$ cat src/rtl/serial_rx_pkg.sv
package serial_rx_pkg;

    parameter int DATA_W = 8;
    parameter int CNT_W  = 7;
    parameter int BRK_W  = 12;
    localparam int IDX_W = $clog2(DATA_W);
    localparam int NB_W  = IDX_W + 1;

    typedef struct packed {
        logic [1:0] width;
        logic       par_en;
        logic       par_odd;
        logic [1:0] rate;
    } rx_fmt_t;

    typedef enum logic [2:0] {
        ST_IDLE, ST_START, ST_DATA, ST_PAR, ST_STOP
    } rx_state_e;

    typedef struct packed {
        logic [DATA_W-1:0] data;
        logic              par_bad;
        logic              stop_bad;
    } rx_frame_t;

    function automatic int rate_ticks(input logic [1:0] rate);
        case (rate)
            2'd0:    return 1;
            2'd1:    return 16;
            default: return 64;
        endcase
    endfunction

    function automatic logic [NB_W-1:0] char_bits(input logic [1:0] width);
        return NB_W'(5 + int'(width));
    endfunction

    function automatic logic [BRK_W-1:0] brk_limit(input rx_fmt_t f);
        int bits;
        bits = 2 + 5 + int'(f.width) + int'(f.par_en);
        return BRK_W'(2 * bits * rate_ticks(f.rate));
    endfunction

endpackage

$ cat src/rtl/serial_rx_sync.sv
module serial_rx_sync (
    input  logic clk,
    input  logic rst,
    input  logic line_in,
    output logic line_s
);
    logic meta_q;

    always_ff @(posedge clk) begin
        if (rst) begin
            meta_q <= 1'b1;
            line_s <= 1'b1;
        end else begin
            meta_q <= line_in;
            line_s <= meta_q;
        end
    end
endmodule

$ cat src/rtl/serial_rx_frame.sv
module serial_rx_frame
    import serial_rx_pkg::*;
(
    input  logic      clk,
    input  logic      rst,
    input  logic      tick,
    input  logic      line_s,
    input  rx_fmt_t   fmt,
    output logic      done,
    output rx_frame_t frame
);
    localparam logic [CNT_W-1:0] CNT_ONE = CNT_W'(1);

    rx_state_e          state;
    logic [CNT_W-1:0]   cnt;
    logic [IDX_W-1:0]   idx;
    logic [DATA_W-1:0]  shreg;
    logic               acc, par_bad, prev_s;
    logic [CNT_W-1:0]   full, half;
    logic [NB_W-1:0]    nbits;
    logic               smp, hsmp, last_bit;

    always_comb begin
        full     = CNT_W'(rate_ticks(fmt.rate));
        half     = full >> 1;
        nbits    = char_bits(fmt.width);
        smp      = tick && (cnt == full - CNT_ONE);
        hsmp     = tick && (cnt == half - CNT_ONE);
        last_bit = ({1'b0, idx} == nbits - NB_W'(1));
    end

    always_ff @(posedge clk) begin
        if (rst) begin
            state   <= ST_IDLE;
            cnt     <= '0;
            idx     <= '0;
            shreg   <= '0;
            acc     <= 1'b0;
            par_bad <= 1'b0;
            prev_s  <= 1'b1;
            done    <= 1'b0;
            frame   <= '0;
        end else begin
            done <= 1'b0;
            if (tick) prev_s <= line_s;
            case (state)
                ST_IDLE: if (tick && prev_s && !line_s) begin
                    cnt     <= '0;
                    idx     <= '0;
                    acc     <= 1'b0;
                    par_bad <= 1'b0;
                    state   <= (fmt.rate == 2'd0) ? ST_DATA : ST_START;
                end
                ST_START: if (hsmp) begin
                    cnt   <= '0;
                    state <= line_s ? ST_IDLE : ST_DATA;
                end else if (tick) cnt <= cnt + CNT_ONE;
                ST_DATA: if (smp) begin
                    cnt   <= '0;
                    shreg <= {line_s, shreg[DATA_W-1:1]};
                    acc   <= acc ^ line_s;
                    if (last_bit) state <= fmt.par_en ? ST_PAR : ST_STOP;
                    else          idx   <= idx + IDX_W'(1);
                end else if (tick) cnt <= cnt + CNT_ONE;
                ST_PAR: if (smp) begin
                    cnt     <= '0;
                    par_bad <= (line_s != (acc ^ fmt.par_odd));
                    state   <= ST_STOP;
                end else if (tick) cnt <= cnt + CNT_ONE;
                ST_STOP: if (smp) begin
                    cnt            <= '0;
                    done           <= 1'b1;
                    frame.data     <= shreg >> (NB_W'(DATA_W) - nbits);
                    frame.par_bad  <= par_bad;
                    frame.stop_bad <= !line_s;
                    state          <= ST_IDLE;
                end else if (tick) cnt <= cnt + CNT_ONE;
                default: state <= ST_IDLE;
            endcase
        end
    end


    false_start_chk: assert property (@(posedge clk) disable iff (rst)
        (state == ST_START && hsmp && line_s) |=> (state == ST_IDLE && !done));


    bit_index_chk: assert property (@(posedge clk) disable iff (rst)
        (state == ST_DATA) |-> ({1'b0, idx} < nbits));


    stop_sample_chk: assert property (@(posedge clk) disable iff (rst)
        (state == ST_STOP && smp) |=> (done && frame.stop_bad == !$past(line_s)));
endmodule

$ cat src/rtl/serial_rx_hold.sv
module serial_rx_hold
    import serial_rx_pkg::*;
(
    input  logic              clk,
    input  logic              rst,
    input  logic              done,
    input  rx_frame_t         frame,
    input  logic              rx_enable,
    input  logic              err_clear,
    input  logic              host_read,
    output logic [DATA_W-1:0] data_q,
    output logic              ready_q,
    output logic              pe_q,
    output logic              fe_q,
    output logic              oe_q
);
    always_ff @(posedge clk) begin
        if (rst) begin
            data_q  <= '0;
            ready_q <= 1'b0;
            pe_q    <= 1'b0;
            fe_q    <= 1'b0;
            oe_q    <= 1'b0;
        end else begin
            if (host_read) ready_q <= 1'b0;
            if (err_clear) begin
                pe_q <= 1'b0;
                fe_q <= 1'b0;
                oe_q <= 1'b0;
            end
            if (done && rx_enable) begin
                data_q  <= frame.data;
                ready_q <= 1'b1;
                if (frame.par_bad)          pe_q <= 1'b1;
                if (frame.stop_bad)         fe_q <= 1'b1;
                if (ready_q && !host_read)  oe_q <= 1'b1;
            end
        end
    end


    ready_fall_chk: assert property (@(posedge clk) disable iff (rst)
        $fell(ready_q) |-> $past(host_read));


    flag_fall_chk: assert property (@(posedge clk) disable iff (rst)
        ($fell(pe_q) || $fell(fe_q) || $fell(oe_q)) |-> $past(err_clear));


    overrun_set_chk: assert property (@(posedge clk) disable iff (rst)
        (done && rx_enable && ready_q && !host_read) |=> oe_q);


    drop_keep_chk: assert property (@(posedge clk) disable iff (rst)
        (done && !rx_enable && !err_clear && !host_read) |=>
            ($stable(data_q) && $stable(ready_q) && $stable(pe_q) && $stable(fe_q) && $stable(oe_q)));
endmodule

$ cat src/rtl/serial_rx_break.sv
module serial_rx_break
    import serial_rx_pkg::*;
(
    input  logic    clk,
    input  logic    rst,
    input  logic    tick,
    input  logic    line_s,
    input  rx_fmt_t fmt,
    output logic    brk
);
    logic [BRK_W-1:0] low_cnt, limit;

    always_comb limit = brk_limit(fmt);

    always_ff @(posedge clk) begin
        if (rst) begin
            low_cnt <= '0;
            brk     <= 1'b0;
        end else if (line_s) begin
            low_cnt <= '0;
            brk     <= 1'b0;
        end else if (tick) begin
            if (low_cnt >= limit - BRK_W'(1)) brk <= 1'b1;
            else                              low_cnt <= low_cnt + BRK_W'(1);
        end
    end


    break_clear_chk: assert property (@(posedge clk) disable iff (rst)
        line_s |=> !brk);


    break_rise_chk: assert property (@(posedge clk) disable iff (rst)
        $rose(brk) |-> ($past(!line_s) && $past(tick)));
endmodule

$ cat src/rtl/serial_rx_core.sv
module serial_rx_core
    import serial_rx_pkg::*;
(
    input  logic       clk,
    input  logic       rst,
    input  logic       rx_serial,
    input  logic       rx_tick,
    input  logic [1:0] fmt_width,
    input  logic       fmt_par_en,
    input  logic       fmt_par_odd,
    input  logic [1:0] fmt_rate,
    input  logic       rx_enable,
    input  logic       err_clear,
    input  logic       host_read,
    output logic [7:0] rx_data,
    output logic       rx_ready,
    output logic       parity_err,
    output logic       framing_err,
    output logic       overrun_err,
    output logic       break_det
);
    rx_fmt_t   fmt;
    rx_frame_t frame;
    logic      line_s, done;

    always_comb begin
        fmt.width   = fmt_width;
        fmt.par_en  = fmt_par_en;
        fmt.par_odd = fmt_par_odd;
        fmt.rate    = fmt_rate;
    end

    serial_rx_sync u_sync (
        .clk(clk), .rst(rst), .line_in(rx_serial), .line_s(line_s)
    );

    serial_rx_frame u_frame (
        .clk(clk), .rst(rst), .tick(rx_tick), .line_s(line_s),
        .fmt(fmt), .done(done), .frame(frame)
    );

    serial_rx_hold u_hold (
        .clk(clk), .rst(rst), .done(done), .frame(frame),
        .rx_enable(rx_enable), .err_clear(err_clear), .host_read(host_read),
        .data_q(rx_data), .ready_q(rx_ready), .pe_q(parity_err),
        .fe_q(framing_err), .oe_q(overrun_err)
    );

    serial_rx_break u_break (
        .clk(clk), .rst(rst), .tick(rx_tick), .line_s(line_s),
        .fmt(fmt), .brk(break_det)
    );
endmodule

$ cat config.mk
export PLATFORM = sky130hd
export DESIGN_NAME = serial_rx_core
export DESIGN_NICKNAME = d
export VERILOG_FILES = /design/src/rtl/serial_rx_pkg.sv /design/src/rtl/serial_rx_sync.sv /design/src/rtl/serial_rx_frame.sv /design/src/rtl/serial_rx_hold.sv /design/src/rtl/serial_rx_break.sv /design/src/rtl/serial_rx_core.sv
export SDC_FILE = /design/constraint.sdc
export NUM_CORES = 1
export LEC_CHECK = 0
export BUFFER_PORTS_ARGS = -buffer_cell sky130_fd_sc_hd__buf_4
export CAP_MARGIN = 5
export CORE_MARGIN = 2
export CORE_UTILIZATION = 35
export DETAILED_ROUTE_END_ITERATION = 10
export GPL_TIMING_DRIVEN = 0
export MAX_ROUTING_LAYER = met4
export PLACE_DENSITY = 0.52
export SLEW_MARGIN = 20
export SYNTH_ARGS = -nofsm -noshare
export SYNTH_HDL_FRONTEND = slang
export SYNTH_SLANG_ARGS = --single-unit
$ cat constraint.sdc
create_clock -name clk -period 8.9 [get_ports clk]
set_clock_uncertainty 0.15 [all_clocks]
set_input_delay 1.78 -clock clk [delete_from_list [all_inputs] [get_ports clk]]
set_output_delay 1.78 -clock clk [all_outputs]
set_load 0.01 [all_outputs]
==> results, run 1 <==
- The hold buffer count at cts is 0.
- The count of endpoints failing setup in the final report is 0.
- The mean post-synth cell area is 8.29 µm².
- The remaining routing DRC violations is 0.
- The number of failing hold endpoints at the final stage is 0.
- In this run the tightest slew margin relative to its limit is 53.4%.
- The critical-path maximum fanout is 10.
- The number of max-capacitance violations reported is 0.
- Detailed routing inserted a total of 3260 vias.
- The final weighted congestion in routability-driven placement is 0.824.
- For the finished layout, the period the worst path requires is 6.87 ns.
- At the later pin of the worst-skew pair, clock insertion delay measures 0.35 ns.
- The area of the die is 0.0114 mm².
- Counting flops with an async set or reset pin after synthesis yields a share of 0%.
- The count of nets left with antenna violations once routing finished came out at 0.
- The floorplan die width is 107 µm.
- The number of cells on the worst reg-to-reg path is 8.
- The detailed placer's ending HPWL is 6260 µm.
- The clock-pin slew of the registers on the worst-case setup and hold paths is 0.08 ns.
- The routed via count divided by cell count is 5.26.
- From bottom edge to top edge, the die measures 107 µm.
- TritonCTS built the clock tree.
- For this configuration, the core starts out at a cell density of 35.9%.
- The worst setup path is launched from a primary input.
- At the end of the flow, the number of nets in the layout was 516.
- STA classifies the critical path endpoint as a register.
- Setup repair after global routing left no endpoint under its margin.
- The area growth from synthesis to layout is 15.4%.
- The count of buffers added on input and output ports is 23.
- The completed layout was analyzed and its total power is 0.659 mW.
- The detailed router finished its first iteration with 128 violations.
- The number of gates resized after CTS was 0.
- The capture endpoint of the worst hold path is u_sync.line_s.
- The critical path is of the in -> reg type.
- After routing the design area is 0.00426 mm².
- For this run, the top clock speed supported by timing is 0.146 GHz.
- After detailed placement, the total cell area comes to 0.00403 mm².
- The beginning of the worst hold path is u_sync.meta_q.
- The worst reg2reg path startpoint is u_break.low_cnt[7].
- The maximum number of pins on one net before global-route repair is 14.
- The number of nets handed over by synthesis was 482.
- The repair_antennas step left the layout with diodes totalling 0.
- Global routing used 16.2% of the available tracks.
- The final critical path takes up 77.2% of the cycle.
- The number of antenna violations at the first check in global routing came to 0.
- The final number of max-transition violations is 0.
- The run finished with clean final reports.
- For this design the top-level I/O count stands at 26.
- The total number of H-tree levels is 3.
- The setup slack of the most critical reg-to-reg path is 6.34 ns.
- The filler cells instantiated in the layout total 1074.
- Dividing the detail-routed wire length by the instance count gives 13.4 µm.
- The synthesized design contains 0 enable-type register cells.
- The number of iterations in the first detailed-routing pass is 5.
- The number of global-route vias before repair came to 2986.
- The cell sitting at the root of the clock tree is a sky130_fd_sc_hd__clkbuf_8.
- The mapped netlist covers 0.00369 mm².
- The count of state elements after synthesis is 62.
- The share of the Yosys chip area taken by registers is 33.6%.
- After clock tree synthesis, the setup repair step added 0 buffers.
- The floorplan row count is 37.
- After global routing the overflow that remains totals 0.
- Along the worst hold path, the cell count comes to 1.
- The worst-case IR drop observed on VDD is 69.5 µV.
- The clock buffer count from CTS is 9.
- The data required time of the critical path is 9.02 ns.
- The worst hold path belongs to the class reg -> reg.
- During synthesis, Yosys emitted a total of 0 warnings.
- After floorplanning, the core was sized to cover 0.0103 mm².
- Summed over all cells, the static leakage comes to 1.59 nW.
- The unique cell type count in the Yosys netlist is 60.
- The sink count of the clock tree is 62.
- Wires add up to 8310 µm.
- The count of mapped cells out of synthesis is 445.
- The clock passes through at most 2 buffers.
- The terminus of the critical flop-to-flop path is u_break.brk.
- Before CTS, the worst setup slack after placement is 1.65 ns.
- The global-route wire length before repair is 14300 µm.
- For the final routed database, the setup TNS stands at 0 ns.
- In the post-route analysis, the smallest setup slack over all paths is 2.03 ns.
- The total power divided by cell area is 155 mW/mm².
- The proportion of layout cells with a drive suffix above 1 is 12.6%.
- The measured slew at the worst slew-check pin is 0.697 ns.
- The most used flip-flop cell after synthesis is sky130_fd_sc_hd__dfxtp_1.
- Data on the critical path arrives at its endpoint at 7.00 ns.
==> area by class of cell <==
class                      count  area, µm²  area share, %
clock inverter                 7        103           2.41
sequential                    62       1240           29.1
timing repair buffer          23        173           4.05
clock buffer                   9        124           2.91
tap                          136        170           3.99
inverter                      16       60.1           1.41
multi-input combinational    345       2290           53.8
buffer                        22       98.8           2.32
==> per-layer routing <==
layer	vias to the layer above	GRT usage, %	part of all wire (%)
li1	1684	-	-
met1	1512	22.0	51
met2	57	24.0	44
met3	7	3.77	4.5
met4	0	4.73	1.2
met5	-	-	0
==> critical path, cell delays in order <==
cell,delay (ns)
sky130_fd_sc_hd__clkbuf_1,0.38
sky130_fd_sc_hd__inv_1,0.16
sky130_fd_sc_hd__ha_1,0.31
sky130_fd_sc_hd__buf_2,0.24
sky130_fd_sc_hd__inv_1,0.10
sky130_fd_sc_hd__ha_1,0.26
sky130_fd_sc_hd__xor2_1,0.31
sky130_fd_sc_hd__nor2b_1,0.18
sky130_fd_sc_hd__ha_1,0.15
sky130_fd_sc_hd__ha_1,0.13
sky130_fd_sc_hd__ha_1,0.13
sky130_fd_sc_hd__inv_1,0.04
sky130_fd_sc_hd__fa_1,0.51
sky130_fd_sc_hd__nand2_1,0.06
sky130_fd_sc_hd__nor3_1,0.16
sky130_fd_sc_hd__xor2_1,0.10
sky130_fd_sc_hd__ha_1,0.32
sky130_fd_sc_hd__nand4_1,0.14
sky130_fd_sc_hd__nor3_1,0.21
sky130_fd_sc_hd__o2bb2ai_1,0.29
sky130_fd_sc_hd__clkbuf_1,0.42
sky130_fd_sc_hd__buf_2,0.32
sky130_fd_sc_hd__o21ai_1,0.10
sky130_fd_sc_hd__a21oi_1,0.16
==> report_power, final <==
part / internal [mW] / total (mW) / leakage [nW] / switching, mW
Sequential: 0.280 / 0.282 / 0.500 / 0.00250
Clock: 0.161 / 0.288 / 0.111 / 0.127
Combinational: 0.0350 / 0.0888 / 0.975 / 0.0537
==> cells in the mapped netlist, types with 2 or more instances <==
cell type | n | area [µm²]
sky130_fd_sc_hd__mux2i_1 | 12 | 120
sky130_fd_sc_hd__nand3_1 | 13 | 65.1
sky130_fd_sc_hd__a211oi_1 | 2 | 15.0
sky130_fd_sc_hd__inv_2 | 3 | 11.3
sky130_fd_sc_hd__xor2_1 | 6 | 52.6
sky130_fd_sc_hd__o21a_1 | 3 | 22.5
sky130_fd_sc_hd__mux4_2 | 5 | 113
sky130_fd_sc_hd__buf_1 | 2 | 7.51
sky130_fd_sc_hd__nand4_1 | 7 | 43.8
sky130_fd_sc_hd__a2111oi_0 | 2 | 17.5
sky130_fd_sc_hd__o211ai_1 | 2 | 15.0
sky130_fd_sc_hd__xnor2_1 | 11 | 96.3
sky130_fd_sc_hd__and2_1 | 11 | 68.8
sky130_fd_sc_hd__nand2_1 | 47 | 176
sky130_fd_sc_hd__o21ai_0 | 7 | 35.0
sky130_fd_sc_hd__and3_1 | 4 | 25.0
sky130_fd_sc_hd__nor2_1 | 49 | 184
sky130_fd_sc_hd__ha_1 | 23 | 288
sky130_fd_sc_hd__o31ai_1 | 10 | 75.1
sky130_fd_sc_hd__dfxtp_1 | 62 | 1240
sky130_fd_sc_hd__mux2_1 | 2 | 22.5
sky130_fd_sc_hd__or2_1 | 4 | 25.0
sky130_fd_sc_hd__or4_1 | 11 | 82.6
sky130_fd_sc_hd__a21oi_1 | 36 | 180
sky130_fd_sc_hd__clkbuf_1 | 12 | 45.0
sky130_fd_sc_hd__buf_2 | 7 | 35.0
sky130_fd_sc_hd__and4_1 | 2 | 17.5
sky130_fd_sc_hd__a221oi_2 | 2 | 30.0
sky130_fd_sc_hd__inv_1 | 13 | 48.8
sky130_fd_sc_hd__nor4_1 | 5 | 31.3
sky130_fd_sc_hd__o21ai_1 | 11 | 55.1
sky130_fd_sc_hd__nand2b_1 | 4 | 25.0
sky130_fd_sc_hd__or3_1 | 5 | 31.3
sky130_fd_sc_hd__a31oi_1 | 4 | 25.0
sky130_fd_sc_hd__nor2b_1 | 5 | 31.3
sky130_fd_sc_hd__nor3_1 | 17 | 85.1
==> cells in the final DEF (no fill, tap or decap), types with 3 or more instances in the layout <==
| master | count |
|---|---|
| sky130_fd_sc_hd__o21ai_0 | 7 |
| sky130_fd_sc_hd__a21oi_1 | 36 |
| sky130_fd_sc_hd__buf_4 | 23 |
| sky130_fd_sc_hd__o21a_1 | 3 |
| sky130_fd_sc_hd__inv_6 | 3 |
| sky130_fd_sc_hd__xnor2_1 | 11 |
| sky130_fd_sc_hd__o21ai_1 | 11 |
| sky130_fd_sc_hd__a31oi_1 | 4 |
| sky130_fd_sc_hd__and2_1 | 11 |
| sky130_fd_sc_hd__inv_2 | 3 |
| sky130_fd_sc_hd__inv_1 | 13 |
| sky130_fd_sc_hd__nor2b_1 | 5 |
| sky130_fd_sc_hd__dfxtp_1 | 62 |
| sky130_fd_sc_hd__nand4_1 | 7 |
| sky130_fd_sc_hd__ha_1 | 23 |
| sky130_fd_sc_hd__mux4_2 | 5 |
| sky130_fd_sc_hd__or3_1 | 5 |
| sky130_fd_sc_hd__and3_1 | 4 |
| sky130_fd_sc_hd__clkbuf_8 | 9 |
| sky130_fd_sc_hd__nor3_1 | 17 |
| sky130_fd_sc_hd__clkbuf_1 | 12 |
| sky130_fd_sc_hd__nor4_1 | 5 |
| sky130_fd_sc_hd__buf_2 | 7 |
| sky130_fd_sc_hd__nor2_1 | 49 |
| sky130_fd_sc_hd__nand2b_1 | 4 |
| sky130_fd_sc_hd__or2_1 | 4 |
| sky130_fd_sc_hd__nand3_1 | 13 |
| sky130_fd_sc_hd__o31ai_1 | 10 |
| sky130_fd_sc_hd__nand2_1 | 47 |
| sky130_fd_sc_hd__or4_1 | 11 |
| sky130_fd_sc_hd__xor2_1 | 6 |
| sky130_fd_sc_hd__mux2i_1 | 12 |
==> registers in the layout, summed over array words and instances, names as in the netlist, 3 cells and up <==
name	cells
u_frame.cnt	7
u_break.low_cnt	12
u_frame.idx	3
u_hold.data_q	8
u_frame.frame	10
u_frame.state	3
u_frame.shreg	8
==> how the worst max path moves through the flow <==
stage / start / endpoint / cells past startpoint
2_1_floorplan: fmt_width[0] / u_break.brk / 23
3_3_place_gp: fmt_width[0] / u_break.brk / 24
3_5_place_dp: fmt_width[0] / u_break.brk / 24
4_1_cts: fmt_width[0] / u_break.brk / 24
5_1_grt: fmt_width[0] / u_break.brk / 24
6_report: fmt_width[0] / u_break.brk / 24
==> cell families (layout without fill, tap and decap cells) <==
group | after synthesis | count (layout) | share of synthesized area [%]
muxes | 20 | 20 | 7.22
xor gates and xnor gates | 17 | 17 | 4.03
buffers and inverters | 38 | 77 | 4.31
and+or+nand+nor | 189 | 189 | 25.4
adders and majority gates | 24 | 24 | 8.34
AOI/OAI and AO/OA | 95 | 95 | 17.1
DFF | 62 | 62 | 33.6
==> metrics by stage <==
| stage | hold slack (ns) | util [%] | cells |
|---|---|---|---|
| 5_1_grt | 0.300 | 41.5 | 620 |
| 2_1_floorplan | 0.233 | - | 445 |
| 3_5_place_dp | 0.239 | 39.3 | 604 |
| 6_report | 0.258 | 41.5 | 620 |
| 4_1_cts | 0.260 | 41.5 | 620 |
| 3_3_place_gp | 0.236 | 39.3 | 604 |
Note: power is estimated with default switching activity, not from simulation.
==> inputs of run 2 (changes only) <==
--- a/config.mk
+++ b/config.mk
@@ -5,6 +5,7 @@
 export SDC_FILE = /design/constraint.sdc
 export NUM_CORES = 1
 export LEC_CHECK = 0
+export ABC_AREA = 1
 export BUFFER_PORTS_ARGS = -buffer_cell sky130_fd_sc_hd__buf_4
 export CAP_MARGIN = 5
 export CORE_MARGIN = 2
@@ -12,7 +13,7 @@
 export DETAILED_ROUTE_END_ITERATION = 10
 export GPL_TIMING_DRIVEN = 0
 export MAX_ROUTING_LAYER = met4
-export PLACE_DENSITY = 0.52
+export PLACE_DENSITY = 0.54
 export SLEW_MARGIN = 20
 export SYNTH_ARGS = -nofsm -noshare
 export SYNTH_HDL_FRONTEND = slang
==> constraint.sdc (replaced) <==
create_clock -name clk -period 5.6 [get_ports clk]
set_clock_uncertainty 0.15 [all_clocks]
set_input_delay 1.12 -clock clk [delete_from_list [all_inputs] [get_ports clk]]
set_output_delay 1.12 -clock clk [all_outputs]
set_load 0.01 [all_outputs]
==> run 2 against run 1 <==
Against the previous run: non-clock buffer count shrank 8; sequential share of layout area shrank 0.69 points; largest power group unchanged; critical path type unchanged; count of clock-buffer cells in the layout is the same; largest cell class unchanged; critical endpoint is now u_break.low_cnt[8].
==> results, run 2 <==
- Cell types occupying the most area after synthesis: sky130_fd_sc_hd__dfxtp_1 (33%), sky130_fd_sc_hd__nand2_1 (13%), sky130_fd_sc_hd__ha_1 (7.6%) (was sky130_fd_sc_hd__dfxtp_1 (34%), sky130_fd_sc_hd__ha_1 (7.8%), sky130_fd_sc_hd__nor2_1 (5.0%)).
- The count of state elements after synthesis is 62 (unchanged).
- The detailed-route via count is 3368 (was 3260).
- The number of non-filler instances in the completed layout is 718 (was 620).
- The number of iterations in the first detailed-routing pass is 7 (was 5).
- The overflow left after global routing is 0 (unchanged).
- The number of enable flip-flop cells after synthesis is 0 (unchanged).
- The maximum ir drop on the vdd rail is 173 µV (was 69.5 µV).
- The clock-pin slew of the registers on the worst-case setup and hold paths is 0.08 ns (about the same).
- The worst hold path class is reg -> reg (unchanged).
- The sort of element at the end of the critical path is a register (unchanged).
- The total power divided by cell area is 289 mW/mm² (was 155 mW/mm²).
- The latest clock arrival within the worst-skew pair is 0.35 ns (about the same).
- The post-synthesis net count came to 580 (was 482).
- The most numerous cell on the critical path is sky130_fd_sc_hd__ha_1 (unchanged).
- The most frequent standard cell in the layout excluding fill and tap cells is sky130_fd_sc_hd__nand2_1 (was sky130_fd_sc_hd__dfxtp_1).
- The register containing the most flip-flops in the final layout is u_break.low_cnt (unchanged).
- The number of antenna repair diodes was 0 (unchanged).
- The library cell with the highest instance count after synthesis is sky130_fd_sc_hd__nand2_1 (was sky130_fd_sc_hd__dfxtp_1).
- The area of the die was 0.0116 mm² (was 0.0114 mm²).
- The mean post-synth cell area is 6.93 µm² (was 8.29 µm²).
- Most used standard cells in the synthesized netlist: sky130_fd_sc_hd__nand2_1 (127), sky130_fd_sc_hd__inv_1 (64), sky130_fd_sc_hd__dfxtp_1 (62) (was sky130_fd_sc_hd__dfxtp_1 (62), sky130_fd_sc_hd__nor2_1 (49), sky130_fd_sc_hd__nand2_1 (47)).
- The beginning of the worst hold path is u_sync.meta_q (unchanged).
- The max-slew headroom at the worst pin is 56.6% (was 53.4%).
- The worst reg2reg path startpoint is u_break.low_cnt[9] (was u_break.low_cnt[7]).
- The deepest clock path buffer count was 2 (unchanged).
- The floorplan die width came to 108 µm (was 107 µm).
- The number of nets with antenna violations after routing is 0 (unchanged).
- The count of endpoints failing setup in the final report is 0 (unchanged).
- Status: completed (unchanged).
- The number of top-level pins is 26 (unchanged).
- The number of warnings printed during yosys synthesis is 0 (unchanged).
- Top library cells by usage in the layout, fill and taps aside: sky130_fd_sc_hd__nand2_1 (127), sky130_fd_sc_hd__inv_1 (63), sky130_fd_sc_hd__dfxtp_1 (62), sky130_fd_sc_hd__nor2_1 (60), sky130_fd_sc_hd__a21oi_1 (43) (was sky130_fd_sc_hd__dfxtp_1 (62), sky130_fd_sc_hd__nor2_1 (49), sky130_fd_sc_hd__nand2_1 (47), sky130_fd_sc_hd__a21oi_1 (36)).
- The TritonCTS clock tree is yes (unchanged).
- The final layout net count is 614 (was 516).
- The number of flip-flops in the largest register came to 12 (unchanged).
- Regs by FF count: u_break.low_cnt x12, u_frame.frame x10 (unchanged).
- The kind of launch point of the worst setup path was a primary input (unchanged).
- The number of antenna violations at the first check in global routing is 0 (unchanged).
- The maximum cell stage delay along the critical path is 0.50 ns (was 0.51 ns).
- The sink count of the clock tree is 62 (unchanged).
- The number of global-route vias before repair came to 3215 (was 2986).
- The setup slack of the most critical reg-to-reg path is 3.61 ns (was 6.34 ns).
- The most area-hungry cell type in the Yosys netlist was sky130_fd_sc_hd__dfxtp_1 (unchanged).
- The most used flip-flop cell after synthesis is sky130_fd_sc_hd__dfxtp_1 (unchanged).
- The effective utilization at floorplan is 36.3% (was 35.9%).
- The area of the placeable core is 0.0104 mm² (was 0.0103 mm²).
- The critical path arrival is 5.31 ns (was 7.00 ns).
- The buffering stage count on the worst path with inverters included came to 7 (unchanged).
- The utilization after layout was 42.1% (was 41.5%).
- The share of the clock period used by the worst path is 92.6%.
- The critical-path maximum fanout is 10 (unchanged).
- The portion of the post-synthesis area used by sequential elements came to 33.0% (was 33.6%).
- The clock buffer count from CTS is 9 (unchanged).
- The count of mapped cells out of synthesis is 543 (was 445).
- The wire length reported by the detailed router is 8310 µm (about the same).
- The floorplan row count is 37 (unchanged).
- The time the final worst path needs with I/O delays and setup is 5.19 ns.
- The number of max-capacitance violations reported is 0 (unchanged).
- The initial detailed-routing violation count was 156 (was 128).
- The number of failing hold endpoints at the final stage is 0 (unchanged).
- The wire length per cell is 11.6 µm (was 13.4 µm).
- The measured slew at the worst slew-check pin was 0.651 ns (was 0.697 ns).
- The unique cell type count in the Yosys netlist is 41 (was 60).
- The data required time of the critical path is 5.73 ns (was 9.02 ns).
- The global-route usage over all layers is 16.2% (about the same).
- RSZ-0062 raised after global routing: no (unchanged).
- The cell family contributing the most delay on the critical path is adder cells (unchanged).
- The timing startpoint of the critical path was fmt_width[0] (unchanged).
- The share of synthesized registers carrying an async set or reset is 0% (unchanged).
- The proportion of netlist area held by the largest area contributor is 33.0% (was 33.6%).
- The proportion of layout cells with a drive suffix above 1 came to 13.6% (was 12.6%).
- The area of the mapped netlist is 0.00376 mm² (was 0.00369 mm²).
- The total number of H-tree levels is 3 (unchanged).
- The root buffer cell is sky130_fd_sc_hd__clkbuf_8 (unchanged).
- The cell with the biggest individual delay on the critical path is sky130_fd_sc_hd__fa_1 (unchanged).
- The global-route wire length before repair is 14800 µm (was 14300 µm).
- The final number of max-transition violations came to 0 (unchanged).
- The detailed placer's ending HPWL came to 6350 µm (was 6260 µm).
- The remaining routing DRC violations came to 0 (unchanged).
- The number of placed instances, taps included came to 702 (was 604).
- The total leakage power is 2.00 nW (was 1.59 nW).
- The worst hold-check slack came to 0.268 ns (was 0.258 ns).
- The number of port buffers is 23 (unchanged).
- The die height came to 108 µm (was 107 µm).
- The final weighted congestion in routability-driven placement is 0.858 (was 0.824).
- The area growth from synthesis to layout is 16.0% (was 15.4%).
- The routed via count divided by cell count is 4.69 (was 5.26).
- The maximum number of pins on one net before global-route repair is 14 (unchanged).
- The peak clock frequency supported by timing is 0.193 GHz.
- The kind of critical path was in -> reg (unchanged).
## run 2: cell types whose count changed after synthesis, moves of 12 or more
cell	previous run	this run
sky130_fd_sc_hd__inv_1	13	64
sky130_fd_sc_hd__nor3_1	17	5
sky130_fd_sc_hd__nand2_1	47	127
sky130_fd_sc_hd__o21ai_0	7	21
sky130_fd_sc_hd__nand3_1	13	42
sky130_fd_sc_hd__nor2_1	49	61
## run 2: per-stage QoR
stage	TNS (ns)	setup slack (ns)	area [µm²]	total power [mW]
global placement	-0.836	-0.0901	4110	0.760
detailed placement	-1.98	-0.219	4110	0.764
floorplan	0	0.470	3760	0.701
global route	0	0.0182	4360	1.34
finish	0	0.413	4360	1.26
CTS	0	0.129	4360	1.27
## run 2: cell type report
class                           instances  area, µm²
Clock buffer                            9        124
Sequential cell                        62       1240
Clock inverter                          7        128
Buffer                                 14       71.3
Fill cell                            1095       6010
Tap cell                              136        170
Timing Repair Buffer                   23        173
Multi-Input combinational cell        397       2190
Inverter                               70        265
## run 2: worst reg2reg max path: stages, from the launching register on
cell and delay (ns):
sky130_fd_sc_hd__dfxtp_1 0.46, sky130_fd_sc_hd__ha_1 0.29, sky130_fd_sc_hd__a21oi_1 0.15, sky130_fd_sc_hd__o21a_1 0.16
sky130_fd_sc_hd__nand2_1 0.07, sky130_fd_sc_hd__nor2_2 0.19, sky130_fd_sc_hd__buf_4 0.21, sky130_fd_sc_hd__nand3_1 0.08
sky130_fd_sc_hd__a21oi_1 0.16
## run 2: routing by layer
layer,vias to the layer above,global-route usage (%),wire length [µm]
met4,0,4.85,89
li1,1818,-,-
met3,8,3.63,348
met1,1488,22.2,4300
met2,54,24.0,3570
met5,-,-,0
## run 2: worst paths after layout
kind | to | depth (start not counted)
worst max-delay path | u_break.low_cnt[8] | 26
worst min-delay path | u_sync.line_s | 1
worst max register to register | u_break.low_cnt[8] | 8
worst min register to register | u_sync.line_s | 1
## run 2: cell families after synthesis
logic type                 after synthesis  share of synthesized area [%]
xor gates and xnor gates                24                           5.59
AOI/OAI and AO/OA                       87                           13.9
DFF                                     62                           33.0
buffers and inverters                   84                           8.85
and+or+nand+nor                        261                           30.3
muxes                                    1                          0.266
adders and majority gates               24                           8.18
## run 2: where the power goes
part	internal [mW]	switching, mW
clock	0.303	0.203
sequential	0.456	0.0128
combinational	0.0976	0.188
total	0.857	0.404
## run 2: what timing repair did
item,4_1_cts,5_1_grt
endpoints found under the setup margin,0,10
resized for setup,0,6
buffers inserted,0,0
hold buffers,0,0
